## src/rtl/zs_interleave_dma.sv

```systemverilog
module zs_interleave_dma #(
  parameter int DIM_W  = 8,
  parameter int ADDR_W = 20
) (
  input  logic              clk,
  input  logic              rst_n,
  input  logic              start,
  input  logic              dir,
  input  logic [1:0]        mode,
  input  logic [DIM_W-1:0]  width,
  input  logic [DIM_W-1:0]  height,
  input  logic [DIM_W-1:0]  slices,
  input  logic [ADDR_W-1:0] row_stride,
  input  logic [ADDR_W-1:0] layer_stride,
  input  logic [ADDR_W-1:0] d_org_x,
  input  logic [ADDR_W-1:0] d_org_y,
  input  logic [ADDR_W-1:0] d_pitch,
  input  logic [ADDR_W-1:0] d_slice_rows,
  input  logic [ADDR_W-1:0] s_org_x,
  input  logic [ADDR_W-1:0] s_org_y,
  input  logic [ADDR_W-1:0] s_pitch,
  input  logic [ADDR_W-1:0] s_slice_rows,
  output logic              busy,
  output logic              done,
  output logic              stg_valid,
  input  logic              stg_ready,
  output logic              stg_we,
  output logic [ADDR_W-1:0] stg_addr,
  output logic [7:0]        stg_be,
  output logic [63:0]       stg_wdata,
  input  logic [63:0]       stg_rdata,
  output logic              dep_valid,
  input  logic              dep_ready,
  output logic              dep_we,
  output logic [ADDR_W-1:0] dep_addr,
  output logic [3:0]        dep_be,
  output logic [31:0]       dep_wdata,
  input  logic [31:0]       dep_rdata,
  output logic              stc_valid,
  input  logic              stc_ready,
  output logic              stc_we,
  output logic [ADDR_W-1:0] stc_addr,
  output logic [7:0]        stc_wdata,
  input  logic [7:0]        stc_rdata
);

  typedef enum logic [1:0] {IDLE, FETCH, STORE, FIN} state_t;

  state_t            state;
  logic              dir_q;
  logic [1:0]        mode_q;
  logic [DIM_W-1:0]  w_q, h_q, n_q, px, row, slc;
  logic [ADDR_W-1:0] stg_row, stg_slc, dy, sy, d_sy, s_sy;
  logic              d_ok, s_ok;
  logic [31:0]       dbuf;
  logic [7:0]        sbuf;

  logic has_depth, surf_phase, dep_hs, stc_hs, stg_hs, phase_done;
  logic last_px, last_row, last_slc;
  logic [ADDR_W-1:0] px_a, px_stg;
  logic [7:0] stg_lane;

  assign has_depth  = (mode_q == 2'd1) || (mode_q == 2'd2);
  assign surf_phase = (state == FETCH && !dir_q) || (state == STORE && dir_q);
  assign busy       = (state == FETCH) || (state == STORE);
  assign done       = (state == FIN);

  assign dep_valid = surf_phase && has_depth && !d_ok;
  assign stc_valid = surf_phase && !s_ok;
  assign stg_valid = busy && !surf_phase;
  assign dep_hs    = dep_valid && dep_ready;
  assign stc_hs    = stc_valid && stc_ready;
  assign stg_hs    = stg_valid && stg_ready;
  assign phase_done = surf_phase ?
      ((d_ok || !has_depth || dep_hs) && (s_ok || stc_hs)) : stg_hs;

  assign last_px  = (px  == w_q - DIM_W'(1));
  assign last_row = (row == h_q - DIM_W'(1));
  assign last_slc = (slc == n_q - DIM_W'(1));

  assign px_a   = ADDR_W'(px);
  assign px_stg = (mode_q == 2'd1) ? (px_a << 2) :
                  (mode_q == 2'd2) ? (px_a << 3) : px_a;

  assign stg_we   = !dir_q;
  assign dep_we   = dir_q;
  assign stc_we   = dir_q;
  assign stg_addr = stg_row + px_stg;
  assign dep_addr = dy * d_pitch + d_org_x + (px_a << 2);
  assign stc_addr = sy * s_pitch + s_org_x + px_a;

  assign stg_lane = (mode_q == 2'd1) ? stg_rdata[31:24] :
                    (mode_q == 2'd2) ? stg_rdata[39:32] : stg_rdata[7:0];

  always_comb begin
    case (mode_q)
      2'd1:    begin stg_wdata = {32'h0, sbuf, dbuf[23:0]}; stg_be = 8'h0F; end
      2'd2:    begin stg_wdata = {24'h0, sbuf, dbuf};       stg_be = 8'h1F; end
      default: begin stg_wdata = {56'h0, sbuf};             stg_be = 8'h01; end
    endcase
  end

  assign dep_be    = (mode_q == 2'd1) ? 4'h7 : 4'hF;
  assign dep_wdata = dbuf;
  assign stc_wdata = sbuf;

  always_ff @(posedge clk or negedge rst_n) begin
    if (!rst_n) begin
      state   <= IDLE;
      dir_q   <= 1'b0;
      mode_q  <= 2'd0;
      w_q     <= '0;
      h_q     <= '0;
      n_q     <= '0;
      px      <= '0;
      row     <= '0;
      slc     <= '0;
      stg_row <= '0;
      stg_slc <= '0;
      dy      <= '0;
      sy      <= '0;
      d_sy    <= '0;
      s_sy    <= '0;
      d_ok    <= 1'b0;
      s_ok    <= 1'b0;
      dbuf    <= '0;
      sbuf    <= '0;
    end else begin
      case (state)
        IDLE: if (start) begin
          dir_q   <= dir;
          mode_q  <= mode;
          w_q     <= width;
          h_q     <= height;
          n_q     <= slices;
          px      <= '0;
          row     <= '0;
          slc     <= '0;
          stg_row <= '0;
          stg_slc <= '0;
          dy      <= d_org_y;
          d_sy    <= d_org_y;
          sy      <= s_org_y;
          s_sy    <= s_org_y;
          d_ok    <= 1'b0;
          s_ok    <= 1'b0;
          state   <= (width == '0 || height == '0 || slices == '0) ? FIN : FETCH;
        end
        FETCH, STORE: begin
          if (dep_hs) begin
            d_ok <= 1'b1;
            if (!dir_q) dbuf <= dep_rdata;
          end
          if (stc_hs) begin
            s_ok <= 1'b1;
            if (!dir_q) sbuf <= stc_rdata;
          end
          if (stg_hs && dir_q) begin
            dbuf <= stg_rdata[31:0];
            sbuf <= stg_lane;
          end
          if (phase_done) begin
            d_ok <= 1'b0;
            s_ok <= 1'b0;
            if (state == FETCH) begin
              state <= STORE;
            end else if (!last_px) begin
              state <= FETCH;
              px    <= px + DIM_W'(1);
            end else if (!last_row) begin
              state   <= FETCH;
              px      <= '0;
              row     <= row + DIM_W'(1);
              stg_row <= stg_row + row_stride;
              dy      <= dy + ADDR_W'(1);
              sy      <= sy + ADDR_W'(1);
            end else if (!last_slc) begin
              state   <= FETCH;
              px      <= '0;
              row     <= '0;
              slc     <= slc + DIM_W'(1);
              stg_slc <= stg_slc + layer_stride;
              stg_row <= stg_slc + layer_stride;
              d_sy    <= d_sy + d_slice_rows;
              dy      <= d_sy + d_slice_rows;
              s_sy    <= s_sy + s_slice_rows;
              sy      <= s_sy + s_slice_rows;
            end else begin
              state <= FIN;
            end
          end
        end
        default: state <= IDLE;
      endcase
    end
  end

endmodule


```

## config.mk

```make
export PLATFORM = sky130hd
export DESIGN_NAME = zs_interleave_dma
export DESIGN_NICKNAME = d
export VERILOG_FILES = /design/src/rtl/zs_interleave_dma.sv
export SDC_FILE = /design/constraint.sdc
export NUM_CORES = 2
export LEC_CHECK = 0
export ABC_AREA = 1
export BUFFER_PORTS_ARGS = -buffer_cell sky130_fd_sc_hd__buf_2
export CAP_MARGIN = 20
export CORE_MARGIN = 2
export CORE_UTILIZATION = 53
export CTS_CLUSTER_DIAMETER = 150
export DETAILED_ROUTE_END_ITERATION = 8
export MAX_ROUTING_LAYER = met4
export PLACE_DENSITY = 0.75
export SETUP_SLACK_MARGIN = 0.1
export SYNTH_ARGS = -nofsm -noshare
export SYNTH_HDL_FRONTEND = slang
export SYNTH_SLANG_ARGS = --single-unit
```

## constraint.sdc

```tcl
create_clock -name clk -period 22.4 [get_ports clk]
set_clock_uncertainty 0.2 [all_clocks]
set_input_delay 2.24 -clock clk [delete_from_list [all_inputs] [get_ports clk]]
set_output_delay 2.24 -clock clk [all_outputs]
set_load 0.1 [all_outputs]
```

After elaboration in Yosys (flattened, before gate mapping)
Index checks and enable logic that the tools add are counted.
{"block": "totals", "regBits": 215, "input_bits": 337, "elab_cells": 181}
{"block": "op_classes", "add_sub_neg": 17, "n_mul": 2, "eq_ne": 19, "muxes": 83, "n_reduce_logical": 41}
{"cell": "2-to-1 mux 20 bit", "count": 30}
{"cell": "one-hot mux 20 bit (2 select lines)", "count": 6}
{"cell": "2-to-1 mux 8 bit", "count": 20}
{"cell": "adder 20 bit", "count": 6}
{"cell": "2-to-1 mux 32 bit", "count": 3}
{"cell": "one-hot mux 40 bit (2 select lines)", "count": 1}
{"cell": "one-hot mux 8 bit (2 select lines)", "count": 3}
{"cell": "adder 20 x 1 -> 20 bit, second input constant", "count": 2}
{"cell": "multiplier 20 x 20 -> 20 bit", "count": 2}
{"cell": "adder 8 x 1 -> 8 bit, second input constant", "count": 3}
{"cell": "equality test 8 bit", "count": 3}
{"cell": "logical NOT 8 bit", "count": 3}
{"cell": "subtractor 8 x 1 -> 8 bit, second input constant", "count": 3}
{"cell": "2-to-1 mux 11 bit", "count": 2}
{"cell": "adder 20 x 10 -> 20 bit", "count": 1}
{"cell": "adder 20 x 11 -> 20 bit", "count": 1}
{"cell": "adder 20 x 8 -> 20 bit", "count": 1}
{"cell": "2-to-1 mux 2 bit", "count": 7}
{"cell": "inequality test 2 bit, second input constant", "count": 6}
{"cell": "AND reduction 3 bit", "count": 4}
{"cell": "logical AND 1 bit", "count": 11}
{"cell": "one-hot mux 5 bit (2 select lines)", "count": 1}
{"cell": "inequality test 3 bit, second input constant", "count": 3}
{"cell": "logical OR 1 bit", "count": 8}
{"cell": "16 further kinds", "count": 32}

Longest topological paths before layout
{"block": "logic_depth", "depth_word": 11, "ltp_mapped": 33, "ltp_nobuf": 31}

Worst setup path before layout
Ideal clock, no wire load.
{"block": "synth_path", "path_type": "input to output", "startpoint": "in d_pitch[2]", "endpoint": "out dep_addr[18]", "arrival_ps": 9146, "required_time_ps": 19960, "slack_ps": 10814, "cell_stages": 26, "n_path_buf": 2, "path_cell_list": "clkbuf_1 > buf_1 > nand2_1 > inv_1 > fa_1 > fa_1 > inv_1 > fa_1 > inv_1 > fa_1 > inv_1 > fa_1 > inv_1 > fa_1 > inv_1 > fa_1 > inv_1 > ha_1 > nand2_1 > nor2_1 > nand4_1 > o21ai_0 > a21oi_1 > nor2_1 > nor2_1 > xnor2_1"}
{"block": "synth_via", "elab_chain_len": 3}
{"item": "from (decl)", "line_no": "17", "source": "input logic [ADDR_W-1:0] d_pitch,"}
{"item": "multiplier 20 x 20 -> 20 bit", "line_no": "89", "source": "assign dep_addr = dy * d_pitch + d_org_x + (px_a << 2);"}
{"item": "adder 20 bit", "line_no": "89"}
{"item": "adder 20 x 10 -> 20 bit", "line_no": "89"}
{"item": "to (decl)", "line_no": "35", "source": "output logic [ADDR_W-1:0] dep_addr,"}
Every way passes these cells.

Final worst setup path
{"block": "layout_path", "startpoint": "in s_pitch[5]", "endpoint": "out stc_addr[19]"}
{"block": "layout_via", "elab_chain_len": 3}
{"item": "from (decl)", "line_no": "21", "source": "input logic [ADDR_W-1:0] s_pitch,"}
{"item": "multiplier 20 x 20 -> 20 bit", "line_no": "90", "source": "assign stc_addr = sy * s_pitch + s_org_x + px_a;"}
{"item": "adder 20 bit", "line_no": "90"}
{"item": "adder 20 x 8 -> 20 bit", "line_no": "90"}
{"item": "to (decl)", "line_no": "42", "source": "output logic [ADDR_W-1:0] stc_addr,"}
Every way passes these cells.

==> metrics.md <==
| Metric | Value |
|---|---|
| Clk_lat worst skew | `0.56 ns` |
| CP Data Arrival Time | `8.56 ns` |
| Period utilization | `0.4912` |
| Slew headroom | `0.2969` |
| WP data required | `19.96 ns` |
| Netlist cell types | `50` |
| Drc violations | `0` |
| Hold Crit Class | `register to register` |
| Most common cell after layout, fill and taps aside | `nand2_1` |
| Drt via density | `5.278` |
| Post-Place Setup Slack | `11.35 ns` |
| CP startpoint kind | `input pin` |
| Post-DRT Antenna Nets | `0` |
| GRT busiest layer | `met2` |
| Multiplexer share of the synthesized area | `0` |
| Unrepaired setup endpoints after global routing | `false` |
| #FFs+latches synth | `215` |
| Reg clk slew, reported paths | `0.06 ns` |
| Slew @ Worst Pin | `1.055 ns` |
| Final Max Slew Viols | `0` |
| Max Root-Sink Buffers | `3` |
| CORE AREA | `0.06274 sq mm` |
| Cell family with most CP delay | `adder cells` |
| Initial detailed-routing violation count | `2462` |
| Max-cap viol count | `0` |
| CP dominant cell by count | `fa_1` |
| Crit path buf inv count | `8` |
| Critical path cell sequence | `buf_2, nand2_1, fa_1, inv_1, fa_1, inv_1, fa_1, fa_1, fa_1, inv_1, fa_1, inv_1, fa_1, inv_1, ha_1, inv_1, nor3_1, nand4_1, o211ai_1, nand2_1, nand2_1, buf_2` |
| Count of input and output buffers | `465` |
| Commonest non-fill, non-tap cells in the layout | `1652 x nand2_1, 955 x inv_1, 464 x buf_2` |
| Num ports | `521` |
| Synthesis Warnings | `0` |
| Die W | `255.3 microns` |
| Root buffer cell | `clkbuf_16` |
| FMAX | `0.09089 GHz` |
| Post-synthesis xor/xnor area fraction | `0.04725` |
| CP max-delay cell | `fa_1` |
| Starting Density | `0.5336` |
| GP Congestion | `1.027` |
| Total track usage | `0.3323` |
| Fin area | `0.03692 sq mm` |
| EDFF count, synth | `0` |
| Synthesized area | `0.03347 sq mm` |
| Minimum clock period | `11.00 ns` |
| Post-synthesis compound-gate area fraction | `0.07464` |
| H-tree depth | `1` |
| First-pass GRT wire length | `168.9 mm` |
| Routed Wire Length | `106.2 mm` |
| GRT met3 Usage | `0.03958` |
| Total CTS buffers | `24` |
| Post-DP HPWL | `84.26 mm` |
| Post-synthesis cell count | `4933` |
| Final number of setup-violating endpoints | `0` |
| GRT Residual Overflow | `0` |
| Wire per inst | `17.31 microns` |
| Post-synthesis sequential area ratio | `0.1607` |
| Fraction of the mapped netlist area in adder cells | `0.2949` |
| Via count | `32400` |
| Worst Path Max Fanout | `15` |
| Hold Buf Count CTS | `0` |
| Synth Flop Type | `dfrtp_1` |
| Syn Area/Cell | `6.786 sq um` |
| Post-CTS Resized | `0` |
| Met1 Usage GRT | `0.4263` |
| Number of antenna violations at the first check in global routing | `18` |
| Kind of critical path | `input pin to output port` |
| Die ar. | `0.06519 sq mm` |
| Pin count of the biggest net entering global routing | `104` |
| Placed cell areas | `0.03605 sq mm` |
| Synth async-reset ratio | `1.000` |
| Hold Fails Final Rpt | `0` |
| Met2 GRT Util | `0.5363` |
| Num Clock Sinks | `215` |
| CTS tree | `built` |
| Min setup slack post-route | `11.40 ns` |
| Main combinational cell family by area after synthesis | `adder cells` |
| Setup TNS | `0 ns` |
| Post-Synth Simple-Gate Area | `0.2806` |
| Pre-antenna DRT Iters | `6` |
| Chip height | `255.3 microns` |
| Synth-to-Final Area Change | `10.29%` |
| Final #Nets | `6187` |
| Crit end category | `output port` |
| Status | `finished, final reports clean` |
| Number of global-route vias before repair | `32020` |
| Post CTS Setup Buffer Count | `0` |
| Floorplan row count | `92` |
| Share of cells above drive strength 1 | `0.1077` |
| Worst stage delay on the critical path | `0.56 ns` |
[cell type report]
cell class,count,area [sq um]
diodes,17,42.54
clock buffers,36,726.9
clock inverters,6,80.08
fillers,6068,25820
inverters,968,3638
multi-input cells,3562,23470
flip-flops and latches,215,5380
well taps,846,1059
repair buffers,488,2522
[synthesized netlist by cell type (5+ instances only)]
cell / count / share of area
o21bai_1: 6 / 0.0013
nor4_1: 7 / 0.0013
a21oi_1: 173 / 0.026
nand3b_1: 43 / 0.0096
inv_2: 8 / 0.00090
a21o_1: 7 / 0.0016
dfrtp_1: 215 / 0.16
nor2_4: 6 / 0.0020
buf_2: 16 / 0.0024
a31oi_1: 13 / 0.0024
or2_2: 13 / 0.0024
o21a_1: 5 / 0.0011
buf_1: 22 / 0.0025
nand4_1: 51 / 0.0095
ha_1: 261 / 0.098
nor2_1: 245 / 0.027
o21ai_0: 191 / 0.029
xor2_1: 97 / 0.025
buf_6: 11 / 0.0037
nor3_1: 34 / 0.0051
fa_1: 330 / 0.20
xnor2_1: 81 / 0.021
o21ai_1: 32 / 0.0048
inv_1: 955 / 0.11
o22ai_1: 25 / 0.0047
buf_4: 50 / 0.011
nand2_1: 1652 / 0.19
nand3_1: 223 / 0.033
clkbuf_1: 117 / 0.013
[sequential cells by signal (all words and copies together), names as in the netlist, 20 cells and up]
register,cells
stg_slc,20
stg_row,20
s_sy,20
sy,20
d_sy,20
dep_wdata,32
dy,20
[worst reg2reg max path, delay by kind of cell, from the launching register on]
kind / cells / cell delay (ns)
simple gates: 10 / 1.92
buf+inv: 5 / 1.87
flops: 1 / 0.40
fa+ha+maj: 1 / 0.34
[final timing paths]
path / from / end / slack [ns] / cells after the start
max: s_pitch[5] / stc_addr[19] / 11.40 / 22
min: stg_slc[15] / stg_slc[15] / 0.28 / 2
max reg2reg: state[0] / dy[3] / 17.58 / 16
min reg2reg: stg_slc[15] / stg_slc[15] / 0.28 / 2
max in group asynchronous: rst_n / d_sy[17] / 19.07 / 2
min in group asynchronous: rst_n / stg_slc[12] / 1.48 / 1
[cell families (layout without fill, tap and decap cells)]
| family | count (synthesis) | after routing |
|---|---|---|
| buf+inv | 1185 | 1498 |
| compound gates | 470 | 470 |
| xor+xnor | 179 | 179 |
| flops | 215 | 215 |
| simple gates | 2291 | 2291 |
| fa+ha+maj | 591 | 591 |
| other cells | 2 | 48 |
[per-stage QoR]
stage	util	cells	hold slack, ns
after global routing	0.5885	6137	0.2991
after global placement	0.5746	6078	0.2573
after floorplan	-	4962	0.2459
after CTS	0.5875	6120	0.2793
after detailed placement	0.5746	6078	0.2642
final	0.5885	6138	0.2768
[metal layers]
metal / up-vias / wire, microns
li1: 15570 / -
met1: 15300 / 44180
met2: 1303 / 49410
met3: 225 / 7921
met4: 0 / 4704
met5: - / 0
Power is not shown: default switching activity piles up to over one toggle a cycle in this logic, so the estimate is an artifact.
